$ cat src/rtl/history_delay.sv
`timescale 1ns/1ps
module history_delay #(
  parameter int DATA_W    = 16,
  parameter int CFG_W     = 32,
  parameter int MAX_DEPTH = 16
) (
  input  logic              clk,
  input  logic              rst_n,
  input  logic [CFG_W-1:0]  depth_cfg,
  input  logic              in_valid,
  input  logic [DATA_W-1:0] in_data,
  output logic              out_valid,
  output logic [DATA_W-1:0] out_data
);
  localparam int AW = (MAX_DEPTH > 1) ? $clog2(MAX_DEPTH) : 1;
  localparam int CW = $clog2(MAX_DEPTH + 1);

  logic [DATA_W-1:0] mem [MAX_DEPTH];
  logic [AW-1:0]     wr_ptr, rd_ptr;
  logic [CW-1:0]     dep, dep_q, fill, fill_eff;
  logic [CW:0]       wr_ext, dep_ext, rd_full;
  logic              restart, bypass;

  assign dep      = (depth_cfg > CFG_W'(MAX_DEPTH)) ? CW'(MAX_DEPTH) : depth_cfg[CW-1:0];
  assign bypass   = (dep == '0);
  assign restart  = (dep != dep_q);
  assign fill_eff = restart ? '0 : fill;

  assign wr_ext  = (CW+1)'(wr_ptr);
  assign dep_ext = {1'b0, dep};
  assign rd_full = (wr_ext >= dep_ext) ? (wr_ext - dep_ext)
                                       : (wr_ext + (CW+1)'(MAX_DEPTH) - dep_ext);
  assign rd_ptr  = rd_full[AW-1:0];

  assign out_valid = in_valid && (bypass || (fill_eff >= dep));
  assign out_data  = bypass ? in_data : mem[rd_ptr];

  always_ff @(posedge clk) begin
    if (in_valid && !bypass) mem[wr_ptr] <= in_data;
  end

  always_ff @(posedge clk) begin
    if (!rst_n) begin
      dep_q  <= '0;
      fill   <= '0;
      wr_ptr <= '0;
    end else begin
      dep_q <= dep;
      if (bypass) begin
        fill   <= '0;
        wr_ptr <= '0;
      end else begin
        if (in_valid) begin
          fill   <= (fill_eff == CW'(MAX_DEPTH)) ? fill_eff : fill_eff + 1'b1;
          wr_ptr <= (wr_ptr == AW'(MAX_DEPTH - 1)) ? '0 : wr_ptr + 1'b1;
        end else begin
          fill   <= fill_eff;
        end
      end
    end
  end
endmodule

$ cat config.mk
export PLATFORM = sky130hd
export DESIGN_NAME = history_delay
export DESIGN_NICKNAME = d
export VERILOG_FILES = /design/src/rtl/history_delay.sv
export SDC_FILE = /design/constraint.sdc
export NUM_CORES = 1
export LEC_CHECK = 0
export BUFFER_PORTS_ARGS = -buffer_cell sky130_fd_sc_hd__buf_4
export CAP_MARGIN = 20
export CORE_AREA = 2 2 198 103
export CTS_BUF_LIST = sky130_fd_sc_hd__clkbuf_4
export CTS_CLUSTER_DIAMETER = 30
export DETAILED_ROUTE_END_ITERATION = 8
export DIE_AREA = 0 0 200 105
export PLACE_DENSITY = 0.75
export SLEW_MARGIN = 10
export SYNTH_ARGS = -nofsm -noshare
export SYNTH_HDL_FRONTEND = slang
export SYNTH_SLANG_ARGS = --single-unit
export TNS_END_PERCENT = 5
$ cat constraint.sdc
create_clock -name clk -period 6.7 [get_ports clk]
set_input_delay 0.67 -clock clk [delete_from_list [all_inputs] [get_ports clk]]
set_output_delay 0.67 -clock clk [all_outputs]
set_load 0.01 [all_outputs]
Word level (Yosys, flattened, before mapping) --
Memory sizes are Yosys's and may differ from the RTL's. Cells that the tools add are included. W data, S select, Z words.
Storage, ports and cells: bits in registers 14, RAM bits 256, input port bits 51, output and inout port bits 17, logic and storage cells 31, memories 1
Operators by class: add/subtract/negate cells 5, magnitude comparators 3, eq/ne operators 3, multiplexer cells 9, bitwise logic cells 1, reductions and logical operators 6
Memories:
- mem | words 16, bits a word 16, read ports 1, clocked after Yosys merged registers in 0, wr ports 1, RTL line 18 | logic [DATA_W-1:0] mem [MAX_DEPTH];
Operator list (number):
- $gt A32 B5 Y1 const B | 1
- $mux W5 | 4
- $mux W16 | 1
- $add A4 B1 Y4 const B | 2
- $mux W4 | 2
- $sub A4 B4 Y4 | 2
- $add A5 B1 Y5 const B | 1
- $eq A5 B5 Y1 const B | 1
- $ge A4 B5 Y1 | 1
- $ge A5 B5 Y1 | 1
- $logic_not A5 Y1 | 1
- $ne A5 B5 Y1 | 1
- $eq A4 B4 Y1 const B | 1
- $logic_and A1 B1 Y1 | 2
- $mux W1 | 2
- $reduce_or A2 Y1 | 1
- $logic_not A1 Y1 | 1
- $logic_or A1 B1 Y1 | 1
- $not A1 Y1 | 1

Logic depth before layout (Yosys ltp) --
Gate-level depths: netlist of run 1.
depth after elaboration 7, gate-level depth with buffers 15, gate-level depth less buffers 14

Worst setup path before layout of run 1 --
OpenSTA, ideal clock, no wires.
kind input -> output, start in depth_cfg[17], end out out_data[12], arrival time 4403 ps, required time 6030 ps, slack 1627 ps, cell stages on the path 13, buffers on the path 3, cells stage by stage or4_4 -> nor3_2 -> buf_4 -> and2_1 -> ha_1 -> inv_1 -> fa_1 -> buf_6 -> dlygate4sd3_1 -> mux4_1 -> mux2i_1 -> a211oi_1 -> a21o_1
Between the ends: word-level cells in the longest chain between the ends 6, elaborated cells between the ends (all ways) 9, classes of those cells add/sub (2); order compare (2); mux (3); reduce/logical (1); memory (1)
Ends and longest elaborated chain:
- start, declared | RTL line 9 | input logic [CFG_W-1:0] depth_cfg,
- $gt A32 B5 Y1 * | RTL line 24 | assign dep = (depth_cfg > CFG_W'(MAX_DEPTH)) ? CW'(MAX_DEPTH) : depth_cfg[CW-1:0];
- $mux W5 * | RTL line 24
- via dep[0] | RTL line 20 | logic [CW-1:0] dep, dep_q, fill, fill_eff;
- $sub A4 B4 Y4 (tied with other cells) | RTL line 32 | : (wr_ext + (CW+1)'(MAX_DEPTH) - dep_ext);
- $mux W4 | RTL line 31 | assign rd_full = (wr_ext >= dep_ext) ? (wr_ext - dep_ext)
- $mem_v2 Z16 W16
- $mux W16 * | RTL line 36 | assign out_data = bypass ? in_data : mem[rd_ptr];
- end, declared | RTL line 13 | output logic [DATA_W-1:0] out_data
Mark *: on every way through the listed nets, which the timed path passes. The rest lies on a longest branch.

Worst setup path after layout of run 1 --
start in depth_cfg[15], end out out_data[14]
Between the ends: word-level cells in the longest chain between the ends 6, elaborated cells between the ends (all ways) 9, classes of those cells add/sub (2); order compare (2); mux (3); reduce/logical (1); memory (1)
Ends and longest elaborated chain (RTL line):
- $gt A32 B5 Y1 * | 24
- $mux W5 * | 24
- $sub A4 B4 Y4 (tied with other cells) | 32
- $mux W4 | 31
- $mem_v2 Z16 W16
- $mux W16 * | 36
Mark *: on every way between the ends. The rest lies on a longest branch, timed or not.

==> results of run 1 <==
## worst max-delay path by stage
| stage | startpoint | end | slack [ns] | depth (start not counted) |
|---|---|---|---|---|
| after global placement | depth_cfg[17] | out_data[0] | 0.93 | 15 |
| after CTS | depth_cfg[21] | out_data[14] | 0.76 | 16 |
| after detailed placement | depth_cfg[15] | out_data[14] | 0.75 | 16 |
| final | depth_cfg[15] | out_data[14] | 0.72 | 16 |
| after floorplan | depth_cfg[17] | out_data[12] | 1.63 | 13 |
| after global routing | depth_cfg[21] | out_data[9] | 0.42 | 16 |
## state kept, by name, summed over array words and instances (netlist names)
signal	flops
mem	256
dep_q	5
fill	5
wr_ptr	4
## cells in the mapped netlist (7+ instances only)
master                     instances  area (um2)
sky130_fd_sc_hd__and3_1            7        43.8
sky130_fd_sc_hd__a21o_1           15         113
sky130_fd_sc_hd__nor2_1            7        26.3
sky130_fd_sc_hd__dfxtp_1          14         280
sky130_fd_sc_hd__nand2_1          11        41.3
sky130_fd_sc_hd__buf_6             8        90.1
sky130_fd_sc_hd__a211oi_1         12        90.1
sky130_fd_sc_hd__a31oi_1           7        43.8
sky130_fd_sc_hd__mux4_2           11         248
sky130_fd_sc_hd__edfxtp_1        256        7690
sky130_fd_sc_hd__o22ai_1          17         106
sky130_fd_sc_hd__mux4_1           53        1390
sky130_fd_sc_hd__mux2i_1          19         190
sky130_fd_sc_hd__and2_1           21         131
sky130_fd_sc_hd__ha_1             14         175
sky130_fd_sc_hd__nor4_1            7        43.8
## worst register-to-register path, stage by stage, from the launching register on
cell and delay (ns):
sky130_fd_sc_hd__dfxtp_1 0.44, sky130_fd_sc_hd__nor4b_1 0.61, sky130_fd_sc_hd__and2_1 0.95
## cells by family after synthesis
group | after synthesis
DFF | 270
buffers and inverters | 33
adders and majority gates | 15
AOI/OAI and AO/OA | 63
xor gates and xnor gates | 9
and+or+nand+nor | 80
muxes | 87
## routing by layer
| metal | wire length [um] | up-vias | track usage [%] |
|---|---|---|---|
| met5 | 0 | - | 0 |
| met4 | 326 | 0 | 6.77 |
| met3 | 2330 | 32 | 8.13 |
| met2 | 11000 | 324 | 34.1 |
| met1 | 11200 | 3043 | 36.4 |
| li1 | - | 2634 | - |
## final cells by class
cell class / instances / area, um2 / area share [%]
Multi-Input combinational cell: 254 / 3110 / 24.0
Inverter: 6 / 22.5 / 0.174
Clock buffer: 87 / 653 / 5.04
Sequential cell: 270 / 7970 / 61.4
Timing Repair Buffer: 88 / 848 / 6.54
Clock inverter: 10 / 37.5 / 0.289
Tap cell: 266 / 333 / 2.57
## metrics by stage
step | util (%) | hold slack (ns)
final | 67.8 | 0.246
after global routing | 67.8 | 0.174
after CTS | 67.1 | 0.211
after detailed placement | 63.5 | 0.490
after global placement | 63.0 | 0.487
after floorplan | - | 0.475
## power by group
part           leakage [nW]  switching, mW  internal [mW]
Clock                 0.419          0.611          0.585
Combinational          1.72          0.144          0.134
Sequential             2.43        0.00603           1.86
Total                  4.56          0.761           2.58
==> summary by stage, run 1 <==
Routing
The routed layout has 6,033 vias. After detailed routing, the number of remaining DRC violations is 0. The count of nets left with antenna violations once routing finished came out at 0.

In this run, the number of DRC markers left after iteration 0 of detailed routing was 559. The final routed wire length divided by cell count is 25.4 um. The per-cell via count in the routed design is 6.15.

The total wire length is 24,900 um. Before antenna repair, the detailed router went through 5 iterations.

Yosys
The synthesized area divided by synthesized cell count is 20.4 um2. The post-synthesis sequential area ratio is 70.0%. The most used flip-flop cell after synthesis is sky130_fd_sc_hd__edfxtp_1. The synthesized netlist occupies a cell area of 11,400 um2.

The synthesized netlist devotes 3.79% of its cell area to compound gates. In the synthesized netlist, mux cells make up 16.5% of the area. Yosys printed 0 warnings.

Summing the areas of all and, or, nand and nor instances in the mapped netlist gives 4.19% of the synthesized area. The fraction of synthesis flops using an asynchronous set or reset pin is 0%. The number of flops mapped to enable cells by yosys is 256. The synthesized netlist devotes 1.72% of its cell area to adder and majority cells.

After synthesis, the largest family of logic cells by area is multiplexers. The number of flip-flops and latches in the synthesized netlist is 270. The count of cell types in the netlist is 52. The number of nets in the synthesized netlist is 623. The cell count after synthesis is 557. The share of the synthesized netlist area taken by xor and xnor gates is 0.924%.

Cells and area
With fillers left out, the area of the finished cells amounts to 13,000 um2. The count of filler cells inserted in the layout is 1,234. The number of antenna cells inserted is 0. Leaving out filler cells and counting taps, the final layout contains 981.

In the layout the commonest cells are sky130_fd_sc_hd__edfxtp_1, sky130_fd_sc_hd__clkbuf_4, sky130_fd_sc_hd__buf_4. In the final layout, the share of cells above drive strength 1 is 28.1%. The area growth from synthesis to layout is 14.0%.

The most common cell after layout, fill and taps aside is sky130_fd_sc_hd__edfxtp_1. The total number of nets in the final design is 743.

Pwr
In this run the power density over the cells is 258 nW/um2. The total power after layout is 3.34 mW. The leakage dissipation is 4.56 nW. Across the VDD grid, the largest voltage drop is 0.177 mV.

Floorplan
Measured along the x axis, the die boundary spans 200 um. The area of the die is 21,000 um2. The height of the chip is 105 um. 68 I/O pins were placed. The core outline area is 19,100 um2. The floorplan has 36 rows. The initial utilization of the core area, before any placement, comes to 59.4%.

Timing
The worst slew margin relative to its limit is 23.1%. The worst setup margin is 0.719 ns. The final-report max-slew violation count is 0. The count of endpoints failing hold in the final timing report came to 0. The actual transition at the worst max-transition pin is 1.15 ns. After layout, the minimum clock period comes to 5.98 ns. Setup violations remaining at the end of the flow were counted as 0.

The fraction of the cycle the final worst path needs is 89.3%. Between clock sinks in the finished design, the worst skew comes to 0.0193 ns. Summed over all failing endpoints, the final setup total negative slack is 0 ns. The highest attainable clock frequency is 167 MHz. Setup repair after global routing left no endpoint under its margin.

CTS
Gates resized during post-CTS repair numbered 0. Buffers inserted during clock tree synthesis total 57. After clock tree synthesis, the setup repair step added 0 buffers. The count of clock tree sinks is 270.

The cell at the root of the clock tree is sky130_fd_sc_hd__clkbuf_4. The maximum level of the CTS H-tree is 2. TritonCTS built the clock tree. Clock latency on the worst-skew pair, taken at its later pin, is 0.68 ns. The clock transition at the registers of the reported paths is 0.07 ns. In this run, post-CTS hold repair placed 0 buffers. The clock passes through at most 3 buffers.

Critical path
STA puts the critical path data arrival time at 5.31 ns. The slowest cell on the critical path is sky130_fd_sc_hd__xnor2_4. The critical path contains buffers and inverters numbering 3 combined. In this design, the largest share of critical-path delay is due to simple AND/OR/NAND/NOR gates.

Measured in cells, the most critical reg-to-reg path has a length of 2. The worst endpoint required time is 6.03 ns. The worst register-to-register path begins at wr_ptr[3]. Of all nets on the critical path, the largest fanout is 23. The critical path goes through buf_4 -> nor4_1 -> nand4_1 -> nor3_2 -> nand2_1 -> ha_1 -> a21o_1 -> a31oi_1 -> xor2_2 -> xnor2_4 -> buf_12 -> mux4_1 -> mux2i_1 -> a211oi_1 -> a21o_1 -> buf_4.

The type of element capturing the critical path is an output pin. The launching element type of the critical path is an input pin. The worst reg2reg path endpoint is mem[1][12]. In this run the register-to-register setup slack is 4.31 ns. The critical path in this run is classified as input pin to output pin. The worst stage delay on the critical path is 0.74 ns.

Min path
In this run the worst hold path is classified as input pin to flip-flop. The endpoint with the worst hold slack is dep_q[2]. The startpoint identified for the worst hold timing path is depth_cfg[2]. Along the worst hold path, the cell count comes to 2.

Placement
OpenSTA, run right after detailed placement, puts the worst setup slack at 0.748 ns. Routability-driven placement finished with a final weighted congestion of 0.828. The count of port buffers added during placement is 67. The post-detailed-placement half-perimeter wirelength is 14,600 um.

The total instance count after detailed placement is 878. After detailed placement, the total cell area comes to 12,200 um2.

GRT
For this run, the total global-route usage over all layers was measured as 24.2%. The wire length of the first global-routing pass is 36,300 um. Entering global routing, the biggest net connects 29 pins. The via count of the first global-routing pass is 6,048.

Global routing finished with a remaining overflow of 0. The initial antenna violation count is 0.

Status
The flow ran to the end, and the final reports show no timing, DRC or antenna violations.

Flow run
The tool flagged a number of max-cap violations equal to 0.
(Power assumes the default switching activity.)
==> inputs of run 2 (changes only) <==
- CORE_AREA: 2 2 198 103 -> 2 2 258 133
- DIE_AREA: 0 0 200 105 -> 0 0 260 135
- PLACE_DENSITY: 0.75 -> 0.48
==> summary by stage, run 2 (synthesis gave the netlist of run 1 again) <==
Status
The flow ran to the end, and the final reports show no timing, DRC or antenna violations.

Min path
The endpoint with the worst hold slack is dep_q[2]. The startpoint identified for the worst hold timing path is depth_cfg[2]. The cell depth of the worst hold path is 2.

The worst min-delay path category is input pin to flip-flop.

Routing
For this run, the detailed router's first-pass iteration total came to 5. The remaining antenna violation count is 0. The remaining routing DRC violations is 0. After detailed routing, the average wire length per cell comes to 24.1 um. The total wire length is 28,200 um. The length of routed met2 wiring is 12,100 um.

The detailed-route wire length on metal 1 is 14,200 um. The routed length on met3 is 1560 um. The per-cell via count in the routed design is 5.16. The top metal layer carrying routed signals is met4.

The via count is 6,039. In this run, the number of DRC markers left after iteration 0 of detailed routing was 479.

Critical path
The worst setup path is of the input pin to output pin kind. The startpoint of the worst-slack reg-to-reg timing path is wr_ptr[2]. Data on the critical path is required at its endpoint by 6.03 ns. STA classifies the critical path startpoint as an input pin.

The largest driver fanout on the critical path is 64. The number of cells on the worst reg-to-reg path is 4. STA classifies the critical path endpoint as an output pin. Data arrives at the worst endpoint at 4.71 ns. The worst reg2reg path endpoint is mem[5][15].

The worst register-to-register path has a setup slack of 4.35 ns.

Cells and area
The number of antenna cells inserted is 0. Relative to the synthesized area, the layout overhead comes to 16.8%. The register with the most flip-flops in the layout has 256 of them. In the final design database the tool counted 754 nets. mem holds more flip-flops than any other register. The largest registers in the layout are mem: 256 flops, dep_q: 5 flops, fill: 5 flops. The fraction of final layout cells sized beyond drive strength 1 is 29.7%. Leaving out fill and tap cells, the most frequent cells in the layout are sky130_fd_sc_hd__edfxtp_1, sky130_fd_sc_hd__clkbuf_4, sky130_fd_sc_hd__buf_4. For this run, the share of the core covered by cells in the final layout is 40.7%. Leaving out fill and tap cells, the most frequent cell in the layout is sky130_fd_sc_hd__edfxtp_1.

Floorplan
The die covers 35,100 um2. Pin placement for this block handled 68 I/O pins. The initial core utilization is 34.9%. In this run the vertical extent of the chip is 135 um. The core outline area is 32,600 um2. The die outline width is 260 um. The number of standard-cell rows in the floorplan is 47.

Timing
Setup repair after global routing left no endpoint under its margin. The count of endpoints failing hold in the final timing report was 0. The highest attainable clock frequency is 186 MHz.

The count of final setup violators is 0. Across the routed clock network, the largest skew measured is 0.0292 ns. The actual transition at the worst max-transition pin is 0.918 ns.

The minimum period implied by the final worst setup slack is 5.38 ns. The final-report max-slew violation count is 0. In the final timing run, aggregate negative setup slack is 0 ns. In this run the tightest slew margin relative to its limit is 38.7%. The fraction of the cycle the final worst path needs is 80.3%.

Pwr
The leakage dissipation is 4.65 nW. The part of the total power dissipated in sequential elements is 51.8%. The maximum VDD drop is 0.104 mV. Dividing total power by cell area gives a power density of 271 nW/um2.

Combinational logic is responsible for 7.8% of the overall power. The internal cell power is 2.79 mW. The clock network burns 40.4% of the power.

The net switching power is 818 uW. The switching power share of the total is 22.7%.

GRT
The wire length of the first global-routing pass is 41,100 um. The via count of the first global-routing pass came to 6,204. The total overflow left after global routing is 0. The total routing usage reported by global routing is 16.7%. The maximum number of pins on one net before global-route repair is 65. The initial antenna violation count is 0.

CTS
Post-CTS repair changed the size of 0 cells. Clock latency on the worst-skew pair, taken at its later pin, is 0.72 ns. Post-CTS timing repair inserted 0 buffers for setup. The count of clock tree sinks is 270.

The clock transition at the registers of the reported paths is 0.06 ns. The number of clock buffers inserted by TritonCTS is 67. The deepest clock path buffer count is 3. The H-tree generated during clock tree synthesis spans 3 levels.

The cts-stage hold buffer count is 0. CTS placed an instance of sky130_fd_sc_hd__clkbuf_4 at the clock tree root. TritonCTS built the clock tree.

Placement
The congestion estimate from routability-driven global placement came to 0.770. The post-detailed-placement half-perimeter wirelength is 16,800 um. Input and output buffers added on the ports amount to 67.

Flow run
The number of max-cap violations is 0.
run 2: final cells by class:
class | instances | area (um2)
clock inverter | 17 | 171
inverter | 6 | 22.5
fill | 2936 | 19300
clock buffer | 94 | 706
multi-input combinational | 254 | 3110
tap | 441 | 552
timing repair buffer | 89 | 763
sequential | 270 | 7970
run 2: critical path, stage by stage:
cell,delay (ns)
sky130_fd_sc_hd__buf_4,0.11
sky130_fd_sc_hd__or4_4,0.53
sky130_fd_sc_hd__nor3_2,0.16
sky130_fd_sc_hd__buf_4,0.20
sky130_fd_sc_hd__nand2_1,0.14
sky130_fd_sc_hd__ha_1,0.42
sky130_fd_sc_hd__a21o_1,0.20
sky130_fd_sc_hd__a31oi_1,0.25
sky130_fd_sc_hd__xor2_2,0.27
sky130_fd_sc_hd__xnor2_4,0.16
sky130_fd_sc_hd__buf_12,0.34
sky130_fd_sc_hd__mux4_1,0.42
sky130_fd_sc_hd__mux2i_1,0.25
sky130_fd_sc_hd__a211oi_1,0.12
sky130_fd_sc_hd__a21o_1,0.23
sky130_fd_sc_hd__buf_4,0.15
run 2: layer usage:
layer | up-vias | GRT usage, %
met3 | 32 | 4.82
li1 | 2664 | -
met4 | 0 | 4.82
met5 | - | 0
met2 | 183 | 23.2
met1 | 3160 | 25.1
run 2: power groups by stage:
stage	registers [mW]	logic [mW]	clock network [mW]
6_report	1.87	0.282	1.46
3_5_place_dp	1.91	0.286	0
3_3_place_gp	1.90	0.279	0
5_1_grt	1.87	0.304	1.59
2_1_floorplan	1.90	0.157	0
4_1_cts	1.87	0.287	1.51
run 2: worst max-delay path by stage:
stage,slack [ns],start,end,cells after the start
floorplan,1.63,depth_cfg[17],out_data[12],13
detailed placement,1.31,depth_cfg[17],out_data[2],16
global placement,1.36,depth_cfg[17],out_data[2],16
finish,1.32,depth_cfg[17],out_data[0],16
CTS,1.29,depth_cfg[17],out_data[2],16
global route,1.11,depth_cfg[15],out_data[2],17
run 2: through the flow:
step           setup slack [ns]  cell area, um2  cells  total power, mW  hold slack (ns)
2_1_floorplan              1.63           11400    557             2.06            0.475
5_1_grt                    1.11           13300   1171             3.76            0.157
3_5_place_dp               1.31           12400   1060             2.19            0.501
6_report                   1.32           13300   1171             3.61            0.211
3_3_place_gp               1.36           12300   1054             2.18            0.493
4_1_cts                    1.29           13300   1171             3.66            0.137
==> inputs of run 3 (changes only) <==
- PLACE_DENSITY: 0.48 -> 0.5
- clock period: 6.7 -> 4.45 ns (I/O delays scaled with it)
==> summary by stage, run 3 (synthesis gave the netlist of run 1 again) <==
Status
The run finished with clean final reports.

Floorplan
The initial core utilization is 34.9%. The floorplan step set the die width to 260 um. The core outline area is 32,600 um2. The number of top-level design ports is 68. From bottom edge to top edge, the die measures 135 um.

The floorplan has 47 rows. The area of the die is 35,100 um2.

Pwr
The internal portion of the total power is 4.14 mW. Of the total power, combinational logic draws 9.0%. The maximum VDD drop is 0.153 mV.

Power spread over the standard cell area amounts to 387 nW/um2. Registers are responsible for 52.6% of the overall power. The clock network burns 38.4% of the power.

The net switching power is 1.21 mW. Summed over all cells, the static leakage comes to 4.92 nW. The switching power share of the total is 22.6%.

Cells and area
Summing all multi-input logic gate instances after layout gives 3150 um2. The register with the most flip-flops in the layout has 256 of them. Leaving out fill and tap cells, the most frequent cells in the layout are sky130_fd_sc_hd__edfxtp_1, sky130_fd_sc_hd__buf_4, sky130_fd_sc_hd__clkbuf_4.

In the final layout, the share of cells above drive strength 1 is 33.5%. The number of antenna cells inserted is 0. The area growth from synthesis to layout is 21.5%.

The largest registers in the layout are mem: 256 flops, dep_q: 5 flops, fill: 5 flops. The total number of nets in the final design is 802. The register with the most flip-flops in the final layout is mem. Once layout is complete, the cells apart from fillers number 1,225.

Leaving out fill and tap cells, the most frequent cell in the layout is sky130_fd_sc_hd__edfxtp_1. The count of filler cells inserted in the layout is 2,887. The sequential standard cell area is 7970 um2.

Critical path
STA classifies the critical path endpoint as an output pin. The largest driver fanout on the critical path is 11. STA classifies the critical path startpoint as an input pin. The arrival time of the worst setup path is 3.88 ns. The critical path in this run is classified as input pin to output pin. STA puts the critical path data required time at 4.01 ns.

GRT
The first global-routing pass estimated 41,700 um of wire. The total routing usage reported by global routing is 16.6%. The via count of the first global-routing pass is 6,328.

The total overflow left after global routing is 0. The maximum number of pins on one net before global-route repair is 29. The initial antenna violation count is 0.

Routing
The count of nets left with antenna violations once routing finished came out at 0. The routed design has 28,300 um of wire. For this run, design rule violations remaining after detail routing come to 0.

The number of detailed-route iterations in the first pass is 4. The initial detailed-routing violation count is 555. The per-cell via count in the routed design is 5.06.

The via count is 6,203. After detailed routing, the average wire length per cell comes to 23.1 um.

Timing
For the final database, setup skew stands at 0.0359 ns. The setup TNS is 0 ns. Setup repair after global routing could not meet its margin everywhere. In the finished design, the share of the clock period the worst path needs comes to 97.3%.

The final-report max-slew violation count came to 0. The worst slew margin relative to its limit is 23.3%. The count of final setup violators is 0. The worst path needs 4.33 ns of the cycle, external delays included.

The count of endpoints failing hold in the final timing report is 0. At the pin with the least slew margin, the transition time is 1.15 ns. The highest attainable clock frequency is 231 MHz.

CTS
Clock-pin slew was measured on the worst setup and hold paths at 0.07 ns. TritonCTS built the clock tree. Clock tree synthesis selected as its root buffer the cell sky130_fd_sc_hd__clkbuf_4. The count of clock tree sinks is 270. Clock latency on the worst-skew pair, taken at its later pin, is 0.71 ns. The deepest clock path buffer count is 3.

The number of clock buffers inserted by TritonCTS is 61. The maximum level of the CTS H-tree is 2.

Placement
The total instance count after detailed placement is 1,085. Input and output buffers added on the ports amount to 67. The congestion estimate from routability-driven global placement came to 0.785. The post-detailed-placement half-perimeter wirelength is 17,500 um.

Min path
The path class of the tightest hold or removal check is input pin to flip-flop.

Flow run
The number of max-cap violations is 0.
run 3: changes by cell type in the layout (fill, tap and decap cells not counted), sizes merged:
cell	previous run	this run
dlygate4sd3	0	20
clkbuf	94	98
inv	9	7
buf	89	122
clkinv	10	11
bufinv	4	2
run 3: cell type report:
cell class | instances | area share [%]
Multi-Input combinational cell | 254 | 22.8
Clock inverter | 14 | 0.779
Inverter | 6 | 0.163
Tap cell | 441 | 3.99
Sequential cell | 270 | 57.7
Timing Repair Buffer | 143 | 9.31
Clock buffer | 97 | 5.27
run 3: per-layer routing:
| layer | routed length (um) | vias to the layer above | global-route usage [%] |
|---|---|---|---|
| li1 | - | 2760 | - |
| met1 | 14500 | 3252 | 25.4 |
| met2 | 12100 | 147 | 23.6 |
| met3 | 1260 | 44 | 3.66 |
| met4 | 438 | 0 | 4.34 |
| met5 | 0 | - | 0 |
run 3: worst max-delay path: stages:
cell and delay (ns):
sky130_fd_sc_hd__buf_4 0.11, sky130_fd_sc_hd__nor4_1 0.32, sky130_fd_sc_hd__buf_4 0.18, sky130_fd_sc_hd__nand2_4 0.06, sky130_fd_sc_hd__nor3_4 0.20, sky130_fd_sc_hd__buf_6 0.14
sky130_fd_sc_hd__and2_4 0.15, sky130_fd_sc_hd__ha_2 0.15, sky130_fd_sc_hd__inv_1 0.07, sky130_fd_sc_hd__fa_2 0.42, sky130_fd_sc_hd__xor2_4 0.24, sky130_fd_sc_hd__buf_12 0.17
sky130_fd_sc_hd__buf_8 0.17, sky130_fd_sc_hd__mux4_2 0.52, sky130_fd_sc_hd__mux2i_2 0.24, sky130_fd_sc_hd__a31oi_1 0.13, sky130_fd_sc_hd__buf_4 0.15
run 3: what timing repair did:
item,4_1_cts,5_1_grt
setup buffers,0,4
endpoints found under the setup margin,3,16
cloned,1,1
endpoints found under the hold margin,114,0
pin swaps,1,5
gates resized for setup,3,16
hold buffers,20,0
run 3: per-stage QoR:
step                      power [mW]  instance area [um2]  util [%]  hold slack (ns)  setup WS (ns)
final                           5.35                13800      42.3           0.0564          0.122
after global routing            5.59                13800      42.3           0.0247        -0.0252
after floorplan                 3.10                11400         -            0.475         0.0151
after CTS                       5.42                13700      41.9         0.000359         0.0236
after detailed placement        3.33                12600      38.5            0.513        -0.0398
after global placement          3.32                12600      38.5            0.491        -0.0128
run 3: final timing paths:
| path | cells after the start | end | start | slack (ns) |
|---|---|---|---|---|
| min | 1 | mem[13][7] | in_data[7] | 0.06 |
| max reg2reg | 2 | mem[1][15] | wr_ptr[3] | 2.08 |
| max | 17 | out_data[11] | depth_cfg[21] | 0.12 |
| min reg2reg | 2 | fill[1] | fill[1] | 0.51 |
run 3: power by group through the flow:
stage,logic [mW],registers (mW),clock network (mW)
final,0.483,2.81,2.05
after global placement,0.454,2.87,0
after detailed placement,0.460,2.87,0
after CTS,0.483,2.81,2.12
after global routing,0.520,2.81,2.26
after floorplan,0.236,2.87,0
